$ cat src/rtl/ddr_init_pkg.sv
package ddr_init_pkg;

   localparam int BA_W    = 2;
   localparam int DLL_BIT = 8;
   localparam int AP_BIT  = 10;

   typedef enum logic [4:0] {
      S_PWR, S_CKEN, S_PRE1, S_WRP1, S_EMR, S_WMRD1, S_MRSD, S_WMRD2,
      S_PRE2, S_WRP2, S_REF1, S_WRFC1, S_REF2, S_WRFC2, S_MRSC, S_WMRD3,
      S_DONE
   } init_st_t;

   // {cs_n, ras_n, cas_n, we_n}
   typedef logic [3:0] cmd_t;
   localparam cmd_t CMD_NOP = 4'b0111;
   localparam cmd_t CMD_PRE = 4'b0010;
   localparam cmd_t CMD_LMR = 4'b0000;
   localparam cmd_t CMD_REF = 4'b0001;

   function automatic logic is_wait(init_st_t s);
      return s inside {S_WRP1, S_WMRD1, S_WMRD2, S_WRP2, S_WRFC1,
                       S_WRFC2, S_WMRD3};
   endfunction

endpackage

$ cat src/rtl/ddr_init_timer.sv
module ddr_init_timer #(
   parameter int CNT_W   = 8,
   parameter int RST_VAL = 0
) (
   input  logic             clk,
   input  logic             rst,
   input  logic             load,
   input  logic [CNT_W-1:0] load_val,
   output logic             expired
);

   logic [CNT_W-1:0] cnt;

   always_ff @(posedge clk) begin
      if (rst)
         cnt <= CNT_W'(RST_VAL);
      else if (load)
         cnt <= load_val;
      else if (cnt != '0)
         cnt <= cnt - 1'b1;
   end

   assign expired = (cnt == '0);

endmodule

$ cat src/rtl/ddr_init_fsm.sv
module ddr_init_fsm
   import ddr_init_pkg::*;
#(
   parameter int T_RP      = 3,
   parameter int T_MRD     = 2,
   parameter int T_RFC     = 15,
   parameter bit FINAL_LMR = 1'b1,
   parameter int CNT_W     = 8
) (
   input  logic             clk,
   input  logic             rst,
   input  logic             expired,
   output init_st_t         state,
   output logic             load,
   output logic [CNT_W-1:0] load_val
);

   init_st_t nxt;
   init_st_t after_rfc;

   generate
      if (FINAL_LMR) begin : g_tail_lmr
         assign after_rfc = S_MRSC;
      end else begin : g_tail_skip
         assign after_rfc = S_DONE;
      end
   endgenerate

   always_comb begin
      nxt = state;
      unique case (state)
         S_PWR:   if (expired) nxt = S_CKEN;
         S_CKEN:  nxt = S_PRE1;
         S_PRE1:  nxt = S_WRP1;
         S_WRP1:  if (expired) nxt = S_EMR;
         S_EMR:   nxt = S_WMRD1;
         S_WMRD1: if (expired) nxt = S_MRSD;
         S_MRSD:  nxt = S_WMRD2;
         S_WMRD2: if (expired) nxt = S_PRE2;
         S_PRE2:  nxt = S_WRP2;
         S_WRP2:  if (expired) nxt = S_REF1;
         S_REF1:  nxt = S_WRFC1;
         S_WRFC1: if (expired) nxt = S_REF2;
         S_REF2:  nxt = S_WRFC2;
         S_WRFC2: if (expired) nxt = after_rfc;
         S_MRSC:  nxt = S_WMRD3;
         S_WMRD3: if (expired) nxt = S_DONE;
         default: nxt = S_DONE;
      endcase
   end

   always_comb begin
      load     = (nxt != state) && is_wait(nxt);
      load_val = '0;
      unique case (nxt)
         S_WRP1, S_WRP2:             load_val = CNT_W'(T_RP - 1);
         S_WMRD1, S_WMRD2, S_WMRD3:  load_val = CNT_W'(T_MRD - 1);
         S_WRFC1, S_WRFC2:           load_val = CNT_W'(T_RFC - 1);
         default:                    load_val = '0;
      endcase
   end

   always_ff @(posedge clk) begin
      if (rst)
         state <= S_PWR;
      else
         state <= nxt;
   end

endmodule

$ cat src/rtl/ddr_init_cmd.sv
module ddr_init_cmd
   import ddr_init_pkg::*;
#(
   parameter int ADDR_W = 13
) (
   input  init_st_t          state,
   input  logic              drive_reduced,
   input  logic [ADDR_W-1:0] mode_word,
   output logic              cke,
   output cmd_t              cmd,
   output logic [BA_W-1:0]   ba,
   output logic [ADDR_W-1:0] addr,
   output logic              done
);

   localparam logic [ADDR_W-1:0] DLL_MASK = ADDR_W'(1) << DLL_BIT;
   localparam logic [ADDR_W-1:0] AP_MASK  = ADDR_W'(1) << AP_BIT;

   always_comb begin
      cke  = (state != S_PWR);
      done = (state == S_DONE);
      cmd  = CMD_NOP;
      ba   = '0;
      addr = '0;
      unique case (state)
         S_PRE1, S_PRE2: begin
            cmd  = CMD_PRE;
            addr = AP_MASK;
         end
         S_EMR: begin
            cmd  = CMD_LMR;
            ba   = BA_W'(1);
            addr = {{(ADDR_W-2){1'b0}}, drive_reduced, 1'b0};
         end
         S_MRSD: begin
            cmd  = CMD_LMR;
            addr = mode_word | DLL_MASK;
         end
         S_MRSC: begin
            cmd  = CMD_LMR;
            addr = mode_word & ~DLL_MASK;
         end
         S_REF1, S_REF2: cmd = CMD_REF;
         default: cmd = CMD_NOP;
      endcase
   end

endmodule

$ cat src/rtl/ddr_init_dll.sv
module ddr_init_dll #(
   parameter int DLL_CYC = 200
) (
   input  logic clk,
   input  logic rst,
   input  logic start,
   output logic expired
);

   localparam int DW = $clog2(DLL_CYC + 1);

   logic          run;
   logic [DW-1:0] left;

   always_ff @(posedge clk) begin
      if (rst) begin
         run  <= 1'b0;
         left <= '0;
      end else if (start) begin
         run  <= 1'b1;
         left <= DW'(DLL_CYC - 1);
      end else if (run && left != '0) begin
         left <= left - 1'b1;
      end
   end

   assign expired = run && (left == '0);

endmodule

$ cat src/rtl/ddr_init_seq.sv
module ddr_init_seq
   import ddr_init_pkg::*;
#(
   parameter int PWRUP_CYC = 50000,
   parameter int T_RP      = 3,
   parameter int T_MRD     = 2,
   parameter int T_RFC     = 15,
   parameter int DLL_CYC   = 200,
   parameter bit FINAL_LMR = 1'b1,
   parameter int ADDR_W    = 13
) (
   input  logic              clk,
   input  logic              rst,
   input  logic              drive_reduced,
   input  logic [ADDR_W-1:0] mode_word,
   output logic              cke,
   output logic              cs_n,
   output logic              ras_n,
   output logic              cas_n,
   output logic              we_n,
   output logic [1:0]        ba,
   output logic [ADDR_W-1:0] addr,
   output logic              init_done,
   output logic              read_ok
);

   localparam int MAX_A = (T_RP > T_MRD) ? T_RP : T_MRD;
   localparam int MAX_B = (T_RFC > MAX_A) ? T_RFC : MAX_A;
   localparam int MAXV  = (PWRUP_CYC > MAX_B) ? PWRUP_CYC : MAX_B;
   localparam int CNT_W = $clog2(MAXV + 1);

   generate
      if (ADDR_W < AP_BIT + 1) begin : g_bad_aw
         $error("ADDR_W must reach the all-banks bit");
      end
      if (PWRUP_CYC < 1 || T_RP < 1 || T_MRD < 1 || T_RFC < 1) begin : g_bad_t
         $error("every wait count must be at least 1");
      end
      if (DLL_CYC < 200) begin : g_bad_dll
         $error("DLL_CYC must be at least 200");
      end
   endgenerate

   init_st_t         state;
   logic             tmr_load;
   logic [CNT_W-1:0] tmr_val;
   logic             tmr_zero;
   logic             dll_ok;
   cmd_t             cmd;

   ddr_init_timer #(.CNT_W(CNT_W), .RST_VAL(PWRUP_CYC - 1)) u_tmr (
      .clk(clk), .rst(rst), .load(tmr_load), .load_val(tmr_val),
      .expired(tmr_zero)
   );

   ddr_init_fsm #(
      .T_RP(T_RP), .T_MRD(T_MRD), .T_RFC(T_RFC),
      .FINAL_LMR(FINAL_LMR), .CNT_W(CNT_W)
   ) u_fsm (
      .clk(clk), .rst(rst), .expired(tmr_zero), .state(state),
      .load(tmr_load), .load_val(tmr_val)
   );

   ddr_init_cmd #(.ADDR_W(ADDR_W)) u_cmd (
      .state(state), .drive_reduced(drive_reduced), .mode_word(mode_word),
      .cke(cke), .cmd(cmd), .ba(ba), .addr(addr), .done(init_done)
   );

   ddr_init_dll #(.DLL_CYC(DLL_CYC)) u_dll (
      .clk(clk), .rst(rst), .start(state == S_MRSD), .expired(dll_ok)
   );

   assign {cs_n, ras_n, cas_n, we_n} = cmd;
   assign read_ok = init_done && dll_ok;

endmodule

$ cat config.mk
export PLATFORM = sky130hd
export DESIGN_NAME = ddr_init_seq
export DESIGN_NICKNAME = d
export VERILOG_FILES = /design/src/rtl/ddr_init_pkg.sv /design/src/rtl/ddr_init_timer.sv /design/src/rtl/ddr_init_fsm.sv /design/src/rtl/ddr_init_cmd.sv /design/src/rtl/ddr_init_dll.sv /design/src/rtl/ddr_init_seq.sv
export SDC_FILE = /design/constraint.sdc
export NUM_CORES = 1
export LEC_CHECK = 0
export BUFFER_PORTS_ARGS = -buffer_cell sky130_fd_sc_hd__buf_2
export CAP_MARGIN = 25
export CORE_MARGIN = 10
export CORE_UTILIZATION = 30
export CTS_CLUSTER_SIZE = 30
export DETAILED_ROUTE_END_ITERATION = 10
export MAX_ROUTING_LAYER = met4
export REMOVE_ABC_BUFFERS = 1
export SLEW_MARGIN = 20
export SYNTH_ARGS = -nofsm -noshare
export SYNTH_HDL_FRONTEND = slang
export SYNTH_SLANG_ARGS = --single-unit
$ cat constraint.sdc
create_clock -name clk -period 2 [get_ports clk]
set_clock_uncertainty 0.15 [all_clocks]
set_input_delay 0.1 -clock clk [delete_from_list [all_inputs] [get_ports clk]]
set_output_delay 0.1 -clock clk [all_outputs]
set_load 0.01 [all_outputs]
==> results.tsv <==
stage	metric	value	unit
power	p_sw	0.286	mW
drt	wl_per_cell	13.5	um
global_routing	grt_pass1_vias	1732	
timing	finalCritPeriodShare	0.971	
synthesis	synth_top_cell_area_share	0.317	
synthesis	synthMuxAreaShare	0.0264	
timing	maxSlewHeadroom	0.630	
synthesis	synth-simple-area-share	0.362	
cts	cts_root_buffer	clkbuf_8	
global_routing	grtUsageMet1	0.114	
timing	rsz0062_at_grt	yes	
layout	layout.nets	303	
global_routing	grt_overflow	0	
placement	dp_hpwl	3710	um
critical_path	crit_path_end_kind	register	
synthesis	async_reset_ff_frac	0	
die	coreArea	6030	um^2
die	chipWidth	99.5	um
global_routing	grt_pass1_wl	8080	um
power	ir_worst_vdd	0.394	mV
die	fp.dieArea	9900	um^2
cts	numCtsBuffers	5	
synthesis	synth_compound_area_frac	0.185	
global_routing	grtUsageTotal	0.0983	
timing	slew_viol_final	0	
critical_path	crit_path_start_kind	register	
synthesis	yosysWarnings	0	
global_routing	grt-busiest-layer	met2	
cts	clkSlewWorstSetupHoldPaths	70	ps
global_routing	grt_max_degree	19	
cts	cts_buffer_depth	2	
power	netSwitchingFraction	0.195	
cts	clkLatencyLatePin	280	ps
power	seqPwrFrac	0.414	
power	internal_power	1.18	mW
synthesis	synth_fa_ha_area_frac	0.0198	
critical_path	critPathKind	register to register	
layout	fillers	621	
placement	gp_congestion	0.842	
drt	drtPass1Iterations	4	
power	combPwrFrac	0.061	
synthesis	synth_top_family_by_area	simple AND/OR/NAND/NOR gates	
timing	setup_violations	0	
critical_path	required	2020	ps
placement	port_buffers	34	
drt	vias_per_cell	5.17	
power	p_per_area	585	nW/um^2
timing	hold_violations	0	
synthesis	ys_ff_latch	30	
drt	drc	0	
synthesis	synthXorXnorAreaFrac	0.0370	
global_routing	antenna_found_initial	0	
global_routing	grt_use_met3	0.0408	
timing	finalCriticalPeriod	1940	ps
synthesis	synthDistinctLibCells	59	
placement	post_dp_cell_area	2270	um^2
cts	cts_tree	done	
worst_hold_path	min_path_type	input pin to register	
layout	drive_gt1_frac	0.361	
synthesis	synth_enable_flop_cells	0	
drt	num_vias	1860	
placement	dp.cells	347	
synthesis	synth_area	1900	um^2
power	power_leakage	0.998	nW
timing	max_freq	515	MHz
drt	initialDrtViolationCount	83	
synthesis	yosys-top-cells-area	dfxtp_1 32%, a21oi_1 4.0%, and2_1 3.6%, xnor2_1 3.2%, nand2b_1 3.0%	
die	rows	28	
job	drv_cap	0	
critical_path	arrival	1960	ps
synthesis	ys_seq_area_frac	0.317	
synthesis	ys.flop_type	dfxtp_1	
drt	finalWirelength	4860	um
critical_path	cp_max_fo	4	
die	start_util	0.315	
synthesis	netlist.top_cell.by_area	dfxtp_1	
timing	tightestPinTransition	542	ps
power	pwr-share-clk	0.525	
die	io_pins	38	
cts	htree_levels	2	
outcome	status	finished, final reports clean	
cts	cts.sinks	30	
synthesis	synth_cells	226	
synthesis	synth.avg_cell_area	8.39	um^2
drt	ant_nets	0	
layout	area_delta_synth_final	32.2	%
global_routing	use_met2	0.152	
layout	num_antenna_cells	0	
die	die_h	99.5	um
layout	finalNonFillerCells	360	
layout	finalInstanceArea	2510	um^2
-- final cells by class --
class,instances,area (um^2),share of cell area
timing repair buffer,61,373,0.149
clock inverter,2,60.1,0.0240
tap,75,93.8,0.0374
clock buffer,6,82.6,0.0330
multi-input combinational,177,1260,0.502
inverter,9,33.8,0.0135
sequential,30,606,0.242
-- metrics by stage --
| stage | setup slack, ps | TNS [ps] | utilization | hold slack (ps) | total power [mW] |
|---|---|---|---|---|---|
| 2_1_floorplan | -47.2 | -47.2 | - | 19.1 | 0.657 |
| 3_3_place_gp | 50.8 | 0 | 0.376 | 331 | 0.702 |
| 3_5_place_dp | 28.2 | 0 | 0.376 | 338 | 0.703 |
| 4_1_cts | 4.37 | 0 | 0.402 | 34.3 | 1.48 |
| 5_1_grt | -17.2 | -17.2 | 0.416 | 75.0 | 1.52 |
| 6_report | 57.5 | 0 | 0.416 | 39.7 | 1.47 |
-- cells in the mapped netlist (2+ instances only) --
cell	count
nor3_4	2
or3_1	5
nor2_1	15
nand4_1	2
and4_1	2
a211oi_1	5
mux2i_1	5
a2111oi_0	3
and3_1	3
a21boi_0	2
clkbuf_1	6
a21oi_1	15
nor4_2	2
nor4_1	6
o21ai_0	4
nor3_2	2
a21o_1	2
o31ai_1	3
nand3_1	7
xnor2_1	7
o311ai_0	2
or4_1	3
or2_2	2
ha_1	3
buf_4	3
a31oi_1	4
a311o_1	2
and2_1	11
nor3b_1	3
inv_1	9
dfxtp_1	30
nand3b_1	3
nor3_1	7
nand2_1	13
nand2b_1	9
-- worst max-delay path, stage by stage (launching register included) --
cell,delay [ps]
dfxtp_2,330
or4_4,560
nor4_4,290
buf_4,170
nand2_2,40
a311o_1,300
-- cells in the final DEF (no fill, tap or decap), types with 3 or more instances in the layout --
cell      Yosys  final
xnor2_1       7      7
nand2b_1      9      9
a31oi_1       4      4
a211oi_1      5      4
nor2_1       15     15
nand3_1       7      6
mux2i_1       5      5
buf_2         1     34
inv_1         9      9
a21oi_1      15     13
buf_4         3     27
and3_1        3      3
nand3b_1      3      3
and2_1       11     11
o31ai_1       3      3
o21ai_0       4      4
nor4_1        6      6
clkbuf_8      0      6
nor3_1        7      7
dfxtp_1      30     26
nand2_1      13     13
or3_1         5      4
dfxtp_2       0      4
-- logic make-up (layout without fill, tap and decap cells) --
family / Yosys count / count (layout)
multiplexers: 5 / 5
flip-flops: 30 / 30
other: 1 / 2
buffers and inverters: 20 / 78
AND/OR/NAND/NOR: 108 / 108
AO/OA/AOI/OAI: 51 / 51
adder cells (fa/ha/maj): 3 / 3
XOR/XNOR: 8 / 8
-- repair_timing --
action | CTS | global route
setup endpoints to repair | 1 | 14
gates resized for setup | 2 | 16
endpoints found under the hold margin | 0 | 0
hold buffers | 0 | 0
pin swaps | 0 | 5
buffers inserted | 0 | 5
-- power by group through the flow --
stage	Sequential (mW)	Combinational [mW]	Clock, mW
final	0.607	0.0893	0.769
after global routing	0.607	0.100	0.812
after CTS	0.607	0.0838	0.788
after detailed placement	0.620	0.0833	0
after global placement	0.620	0.0816	0
after floorplan	0.623	0.0344	0
-- registers in the layout, indices dropped and copies added, names as in the netlist --
signal,flops
u_tmr.cnt,16
u_fsm.state,5
u_dll.left,8
u_dll.run,1
-- path summary, 6_finish.rpt --
path              slack [ps]  depth (start not counted)          start       endpoint
setup reg to reg          60                          5  u_tmr.cnt[12]  u_tmr.cnt[14]
hold reg to reg          340                          2  u_tmr.cnt[12]  u_tmr.cnt[12]
setup / recovery          60                          5  u_tmr.cnt[12]  u_tmr.cnt[14]
hold / removal            40                          2            rst      u_dll.run
-- metal layers --
| metal | wire (um) | part of all wire |
|---|---|---|
| met2 | 2210 | 0.46 |
| met3 | 369 | 0.076 |
| met1 | 2240 | 0.46 |
| met5 | 0 | 0 |
| met4 | 38 | 0.0078 |
Power figures use the tool's default switching activity.
